==> src/rtl/vnu_pkg.sv <==
package vnu_pkg;
  parameter int GF_Q       = 4;   // field size
  parameter int NUM_LAYERS = 3;   // column weight
  parameter int MSG_W      = 6;   // message word, sign included
  parameter int SUM_W      = 8;   // accumulation width
  localparam int SYM_W  = $clog2(GF_Q);
  localparam int LSEL_W = $clog2(NUM_LAYERS + 1);
endpackage

==> src/rtl/vnu_accum.sv <==
module vnu_accum #(
  parameter int Q   = 4,
  parameter int L   = 3,
  parameter int MW  = 6,
  parameter int SW  = 8,
  parameter int LSW = 2
) (
  input  logic [Q*MW-1:0]   chan_i,
  input  logic [L*Q*MW-1:0] c2v_i,
  input  logic [LSW-1:0]    sel_i,
  output logic [Q*SW-1:0]   total_o,
  output logic [Q*SW-1:0]   extr_o
);
  for (genvar a = 0; a < Q; a++) begin : g_elem
    logic signed [SW-1:0] acc;
    logic signed [SW-1:0] exc;
    always_comb begin
      acc = SW'($signed(chan_i[a*MW +: MW]));
      exc = acc;
      for (int l = 0; l < L; l++) begin
        acc = acc + SW'($signed(c2v_i[(l*Q+a)*MW +: MW]));
        if (l != int'(sel_i))
          exc = exc + SW'($signed(c2v_i[(l*Q+a)*MW +: MW]));
      end
    end
    assign total_o[a*SW +: SW] = acc;
    assign extr_o[a*SW +: SW]  = exc;
  end
endmodule

==> src/rtl/vnu_norm.sv <==
module vnu_norm #(
  parameter int Q  = 4,
  parameter int MW = 6,
  parameter int SW = 8
) (
  input  logic [Q*SW-1:0] extr_i,
  output logic [Q*MW-1:0] v2c_o
);
  localparam int MAXP = (1 << (MW - 1)) - 1;

  logic signed [SW-1:0] mn;
  always_comb begin
    mn = $signed(extr_i[SW-1:0]);
    for (int a = 1; a < Q; a++)
      if ($signed(extr_i[a*SW +: SW]) < mn) mn = $signed(extr_i[a*SW +: SW]);
  end

  for (genvar a = 0; a < Q; a++) begin : g_sub
    logic signed [SW:0] d;
    always_comb begin
      d = $signed({extr_i[a*SW+SW-1], extr_i[a*SW +: SW]}) - $signed({mn[SW-1], mn});
      if (int'(d) > MAXP) v2c_o[a*MW +: MW] = MW'(MAXP);
      else                v2c_o[a*MW +: MW] = d[MW-1:0];
    end
  end
endmodule

==> src/rtl/vnu_argmin.sv <==
module vnu_argmin #(
  parameter int Q   = 4,
  parameter int SW  = 8,
  parameter int SYW = 2
) (
  input  logic [Q*SW-1:0] total_i,
  output logic [SYW-1:0]  dec_o
);
  always_comb begin
    dec_o = '0;
    for (int a = 1; a < Q; a++)
      if ($signed(total_i[a*SW +: SW]) < $signed(total_i[int'(dec_o)*SW +: SW]))
        dec_o = SYW'(a);
  end
endmodule

==> src/rtl/lmm_vnu.sv <==
module lmm_vnu #(
  parameter int GF_Q       = vnu_pkg::GF_Q,
  parameter int NUM_LAYERS = vnu_pkg::NUM_LAYERS,
  parameter int MSG_W      = vnu_pkg::MSG_W,
  parameter int SUM_W      = vnu_pkg::SUM_W,
  localparam int SYM_W  = $clog2(GF_Q),
  localparam int LSEL_W = $clog2(NUM_LAYERS + 1)
) (
  input  logic                          clk,
  input  logic                          rst_n,
  input  logic                          in_valid,
  output logic                          in_ready,
  input  logic [LSEL_W-1:0]             in_layer,
  input  logic [GF_Q*MSG_W-1:0]         in_chan,
  input  logic [NUM_LAYERS*GF_Q*MSG_W-1:0] in_c2v,
  output logic                          out_valid,
  input  logic                          out_ready,
  output logic [GF_Q*MSG_W-1:0]         out_v2c,
  output logic [GF_Q*SUM_W-1:0]         out_total,
  output logic [SYM_W-1:0]              out_dec
);
  logic [GF_Q*SUM_W-1:0] total_c, extr_c;
  logic [GF_Q*MSG_W-1:0] v2c_c;
  logic [SYM_W-1:0]      dec_c;

  vnu_accum #(.Q(GF_Q), .L(NUM_LAYERS), .MW(MSG_W), .SW(SUM_W), .LSW(LSEL_W)) u_accum (
    .chan_i(in_chan), .c2v_i(in_c2v), .sel_i(in_layer),
    .total_o(total_c), .extr_o(extr_c));

  vnu_norm #(.Q(GF_Q), .MW(MSG_W), .SW(SUM_W)) u_norm (
    .extr_i(extr_c), .v2c_o(v2c_c));

  vnu_argmin #(.Q(GF_Q), .SW(SUM_W), .SYW(SYM_W)) u_argmin (
    .total_i(total_c), .dec_o(dec_c));

  assign in_ready = !out_valid || out_ready;

  always_ff @(posedge clk or negedge rst_n) begin
    if (!rst_n) begin
      out_valid <= 1'b0;
      out_v2c   <= '0;
      out_total <= '0;
      out_dec   <= '0;
    end else if (in_ready) begin
      out_valid <= in_valid;
      if (in_valid) begin
        out_v2c   <= v2c_c;
        out_total <= total_c;
        out_dec   <= dec_c;
      end
    end
  end
endmodule

==> config.mk <==
export PLATFORM = sky130hd
export DESIGN_NAME = lmm_vnu
export DESIGN_NICKNAME = d
export VERILOG_FILES = /design/src/rtl/vnu_pkg.sv /design/src/rtl/vnu_accum.sv /design/src/rtl/vnu_norm.sv /design/src/rtl/vnu_argmin.sv /design/src/rtl/lmm_vnu.sv
export SDC_FILE = /design/constraint.sdc
export NUM_CORES = 1
export LEC_CHECK = 0
export CAP_MARGIN = 20
export CORE_MARGIN = 2
export CORE_UTILIZATION = 60
export DETAILED_ROUTE_END_ITERATION = 12
export DONT_BUFFER_PORTS = 1
export PLACE_DENSITY = 0.84
export REMOVE_ABC_BUFFERS = 1
export SETUP_SLACK_MARGIN = 0.4
export SLEW_MARGIN = 20
export SYNTH_ARGS = -nofsm -noshare
export SYNTH_HDL_FRONTEND = slang
export SYNTH_HIERARCHICAL = 1
export SYNTH_SLANG_ARGS = --single-unit
export TNS_END_PERCENT = 1
==> constraint.sdc <==
create_clock -name clk -period 3.5 [get_ports clk]
set_input_delay 0.7 -clock clk [delete_from_list [all_inputs] [get_ports clk]]
set_output_delay 0.7 -clock clk [all_outputs]
set_load 0.1 [all_outputs]
==> impl_metrics.py, run 1 <==
metrics = {
    "outcome": {
        "status": "stopped before the end",
        "haltStage": "global routing",
        "error": "[ERROR GRT-0232] Routing congestion too high. Check the congestion heatmap in the GUI.",
    },
    "synth": {
        "ys_types": 90,
        "synth-xor-area-share_pct": 5.70,
        "synth_seq_cells": 59,
        "synthAdderAreaFrac_pct": 26.9,
        "synth-warning-count": 6,
        "synth.area.top_cells": "ha_1, dfrtp_1, fa_1",
        "async_reset_ff_share_pct": 100,
        "synth_top_family_by_area": "adder cells",
        "yosysTopAreaCell": "ha_1",
        "synthSimpleGateAreaFrac_pct": 16.7,
        "synth-edff-count": 0,
        "synthFlopType": "dfrtp_1",
        "yosysTopAreaCellShare_pct": 18.6,
        "synthMuxAreaShare_pct": 9.14,
        "synth_seq_area_share_pct": 12.3,
        "avgSynthCellArea_um2": 8.11,
        "synth_compound_area_share_pct": 21.9,
        "synth_area_mm2": 0.0120,
        "synthCells": 1477,
    },
    "floorplan": {
        "die_x_um": 145,
        "initial_core_util_pct": 61.3,
        "fp.dieH_um": 145,
        "fp-row-count": 51,
        "pin_count": 162,
    },
    "sta": {
        "worstEndpointGrtRepair": "out_v2c[18]$_DFFE_PN0P_/D",
        "endpoint_type": "sequential cell input",
    },
    "clocking": {
        "root_buffer": "clkbuf_16",
        "cts_buffer_depth": 2,
        "numClockSinks": 59,
        "numCtsBuffers": 9,
        "cts_max_level": 3,
    },
    "placed_design": {
        "port_buffers": 0,
        "hpwl_um": 34400,
        "dpl.cell_count": 2162,
        "routabilityCongestion": 0.991,
    },
    "global_route": {
        "track_usage_pct": 85.2,
        "gr-total-overflow": 350,
        "grt_max_degree": 60,
    },
}
[cell usage after synthesis (4+ instances only)]
master,count
inv_1,187
ha_1,178
nand2_1,127
o21ai_0,107
a21oi_1,91
nor2_1,83
dfrtp_1,59
xnor2_1,53
fa_1,48
mux2_2,48
nor2b_1,37
a21o_1,34
nand2b_1,28
nand3_1,28
o21a_1,25
xor2_1,25
clkbuf_1,24
mux2i_1,24
mux2_4,20
nor3_1,20
a211oi_1,13
a31oi_1,13
o21ai_1,12
nor4_1,11
o21bai_1,11
a21boi_0,8
and2_1,7
buf_2,7
nand4_1,7
o211ai_1,7
or4_1,7
o211a_1,6
o22ai_1,6
o31ai_1,6
or3_1,6
a31o_2,5
and3_1,5
nor3b_1,5
or2_2,5
a211o_1,4
a32oi_1,4
buf_6,4
[repair_timing]
| item | CTS |
|---|---|
| hold buffers | 0 |
| setup buffers | 31 |
| setup endpoints to repair | 46 |
| gates cloned | 1 |
| resized for setup | 138 |
| pin swaps | 68 |
[layer usage]
metal | GRT overflow | GRT usage (%)
met5 | 0 | 26.7
met4 | 100 | 88.5
met3 | 6 | 74.7
met2 | 239 | 99.7
met1 | 5 | 83.1
[logic make-up after synthesis]
family,count (synthesis)
compound gates,396
simple gates,398
xor+xnor,78
buf+inv,224
flops,59
fa+ha+maj,229
mux,93
[stage by stage]
stage	setup WS (ps)	area [µm²]	utilization, %
floorplan	-8990	11800	-
global placement	-7810	15600	79.8
detailed placement	-8600	15600	79.8
CTS	-7320	16600	85.2
==> inputs of run 2 (changes only) <==
- CORE_UTILIZATION: 60 -> 40
- PLACE_DENSITY: 0.84 -> not set
- PLACE_DENSITY_LB_ADDON: not set -> 0.15
- SETUP_SLACK_MARGIN: 0.4 -> not set
==> impl_metrics.py, run 2 <==
metrics = {
    "layout": {
        "post-route-util_pct": 57.6,
        "syn2layout_area_growth_pct": 42.2,
        "final_cell_mix": "buf_4, inv_1, ha_1, nand2_1, o21ai_0",
        "drive_above_1_share_pct": 36.8,
        "final_common_cell": "buf_4",
        "diodes": 0,
        "stdcell_area_mm2": 0.0170,
        "top_regs": "out_total: 32 flops, out_v2c: 24 flops, out_dec: 2 flops",
        "layout.nets": 2275,
        "largest_register": "out_total",
        "largest_register_ffs": 32,
    },
    "placed_design": {
        "port_buffers": 0,
        "routabilityCongestion": 0.916,
        "place_worst_setup_slack_ps": -8550,
        "place_area_mm2": 0.0159,
        "hpwl_um": 32400,
    },
    "hold_path": {
        "hp-class": "primary input to async pin",
    },
    "critical_path": {
        "r2r_setup_slack_ps": 1240,
        "slowest_stage": "or4b_4",
        "critPathKind": "primary input to flop",
        "crit_top_cell": "ha_4",
        "endpoint_kind": "flop",
        "crit_path_max_incr_delay_ps": 480,
        "cp.arrival_ps": 10920,
        "path_buf_inv": 6,
        "start_kind": "primary input",
        "crit_required_ps": 3740,
        "r2r-end": "out_total[27]",
        "crit_cells": 49,
        "worstPathMaxFanout": 8,
        "r2r_start": "out_valid",
        "path_delay_family": "compound AO/OA/AOI/OAI gates",
        "worstRegToRegCells": 5,
    },
    "clocking": {
        "root_buffer": "clkbuf_16",
        "numCtsBuffers": 9,
        "clock_latency_ps": 350,
        "cts_buffer_depth": 2,
        "cts_hold_buf": 0,
        "cts_max_level": 3,
        "numClockSinks": 59,
        "cts_tree": "done",
        "clkSlewWorstSetupHoldPaths_ps": 60,
    },
    "synth": {
        "synth-warning-count": 6,
        "synth.area.top_cells": "ha_1, dfrtp_1, fa_1",
        "synth_seq_cells": 59,
        "avgSynthCellArea_um2": 8.11,
        "synthFlopType": "dfrtp_1",
        "synth-edff-count": 0,
        "ys_types": 90,
        "yosysTopAreaCell": "ha_1",
        "synthCells": 1477,
        "yosysTopAreaCellShare_pct": 18.6,
        "async_reset_ff_share_pct": 100,
        "synth_area_mm2": 0.0120,
        "synthTopCellsByCount": "inv_1, ha_1, nand2_1, o21ai_0, a21oi_1",
        "synth_seq_area_share_pct": 12.3,
        "synth_most_common_cell": "inv_1",
    },
    "sta": {
        "tightest_slew_ps": 932,
        "setup_ws_ps": -7190,
        "report.final.slew_viol_count": 0,
        "fin_skew_ps": 7.13,
        "rsz0062_at_grt": "true",
        "relSlewSlack_pct": 37.9,
        "setup_violations": 31,
        "period_minus_slack_ps": 10690,
        "hold_viol": 0,
        "fmax_mhz": 93.6,
        "timing.final.crit_share_pct": 305,
    },
    "global_route": {
        "grt_pass1_vias": 12400,
        "gr-total-overflow": 0,
        "track_usage_pct": 25.0,
        "grt_max_degree": 60,
        "antenna_found_initial": 0,
        "grt_pass1_wl_um": 62300,
    },
    "routing": {
        "vias_per_cell": 5.19,
        "drt_pass1_iterations": 7,
        "antenna_left": 0,
        "avgRoutedWirePerCell_um": 16.4,
        "num_vias": 12200,
        "drt_wl_total_um": 38400,
        "drtIter0Drc": 540,
        "remaining_drc_errors": 0,
    },
    "floorplan": {
        "pin_count": 162,
        "fp.dieH_um": 177,
        "core_mm2": 0.0296,
        "die_x_um": 177,
        "initial_core_util_pct": 40.5,
        "fp-row-count": 63,
        "fp.dieArea_mm2": 0.0313,
    },
    "run": {
        "cap_viol_max_count": 0,
    },
    "outcome": {
        "status": "complete, but fails checks",
        "violations": "negative setup slack",
    },
}
[run 2: cell counts after synthesis]
No cell type changed its count.
[run 2: what timing repair did]
action	in CTS	in global routing
setup buffers	12	10
resized for setup	114	54
setup endpoints to repair	36	38
cloned	1	0
pin swaps	59	39
[run 2: final cells by class]
cell class	count	area [µm²]
timing repair buffer	496	3790
tap	390	488
inverter	187	702
fill	2750	12500
multi-input combinational	1194	10300
clock inverter	5	52.6
clock buffer	11	243
sequential	59	1480
[run 2: metrics by stage]
| step | instances | hold slack [ps] | setup TNS, ps |
|---|---|---|---|
| 2_1_floorplan | 1440 | 404 | -217220 |
| 3_3_place_gp | 2303 | 406 | -205920 |
| 3_5_place_dp | 2303 | 405 | -216950 |
| 4_1_cts | 2332 | 23.5 | -176250 |
| 5_1_grt | 2342 | 22.7 | -190780 |
| 6_report | 2342 | 38.8 | -176580 |
[run 2: metal layers]
| layer | GRT usage (%) | share of wire, % | vias up |
|---|---|---|---|
| met4 | 6.89 | 2.0 | 0 |
| met2 | 42.8 | 47 | 244 |
| met1 | 31.6 | 45 | 5726 |
| met5 | 0 | 0 | - |
| li1 | - | - | 6158 |
| met3 | 5.28 | 5.8 | 38 |
[run 2: cell families (layout without fill, tap and decap cells)]
family | count (synthesis) | in the layout | synth area share (%)
buffers and inverters | 224 | 699 | 7.34
AND/OR/NAND/NOR | 398 | 398 | 16.7
AO/OA/AOI/OAI | 396 | 396 | 21.9
flip-flops | 59 | 59 | 12.3
multiplexers | 93 | 93 | 9.14
XOR/XNOR | 78 | 78 | 5.70
adder cells (fa/ha/maj) | 229 | 229 | 26.9
[run 2: worst max path at each step]
stage | from | end | slack, ps
2_1_floorplan | in_layer[0] | out_v2c[23] | -8990
3_3_place_gp | in_chan[0] | out_v2c[21] | -8120
3_5_place_dp | in_chan[0] | out_v2c[20] | -8550
4_1_cts | in_chan[0] | out_v2c[20] | -7190
5_1_grt | in_chan[1] | out_v2c[23] | -7680
6_report | in_chan[0] | out_v2c[23] | -7190
Power of run 2 is not shown: default switching activity piles up to over one toggle a cycle in this logic, so the estimate is an artifact.
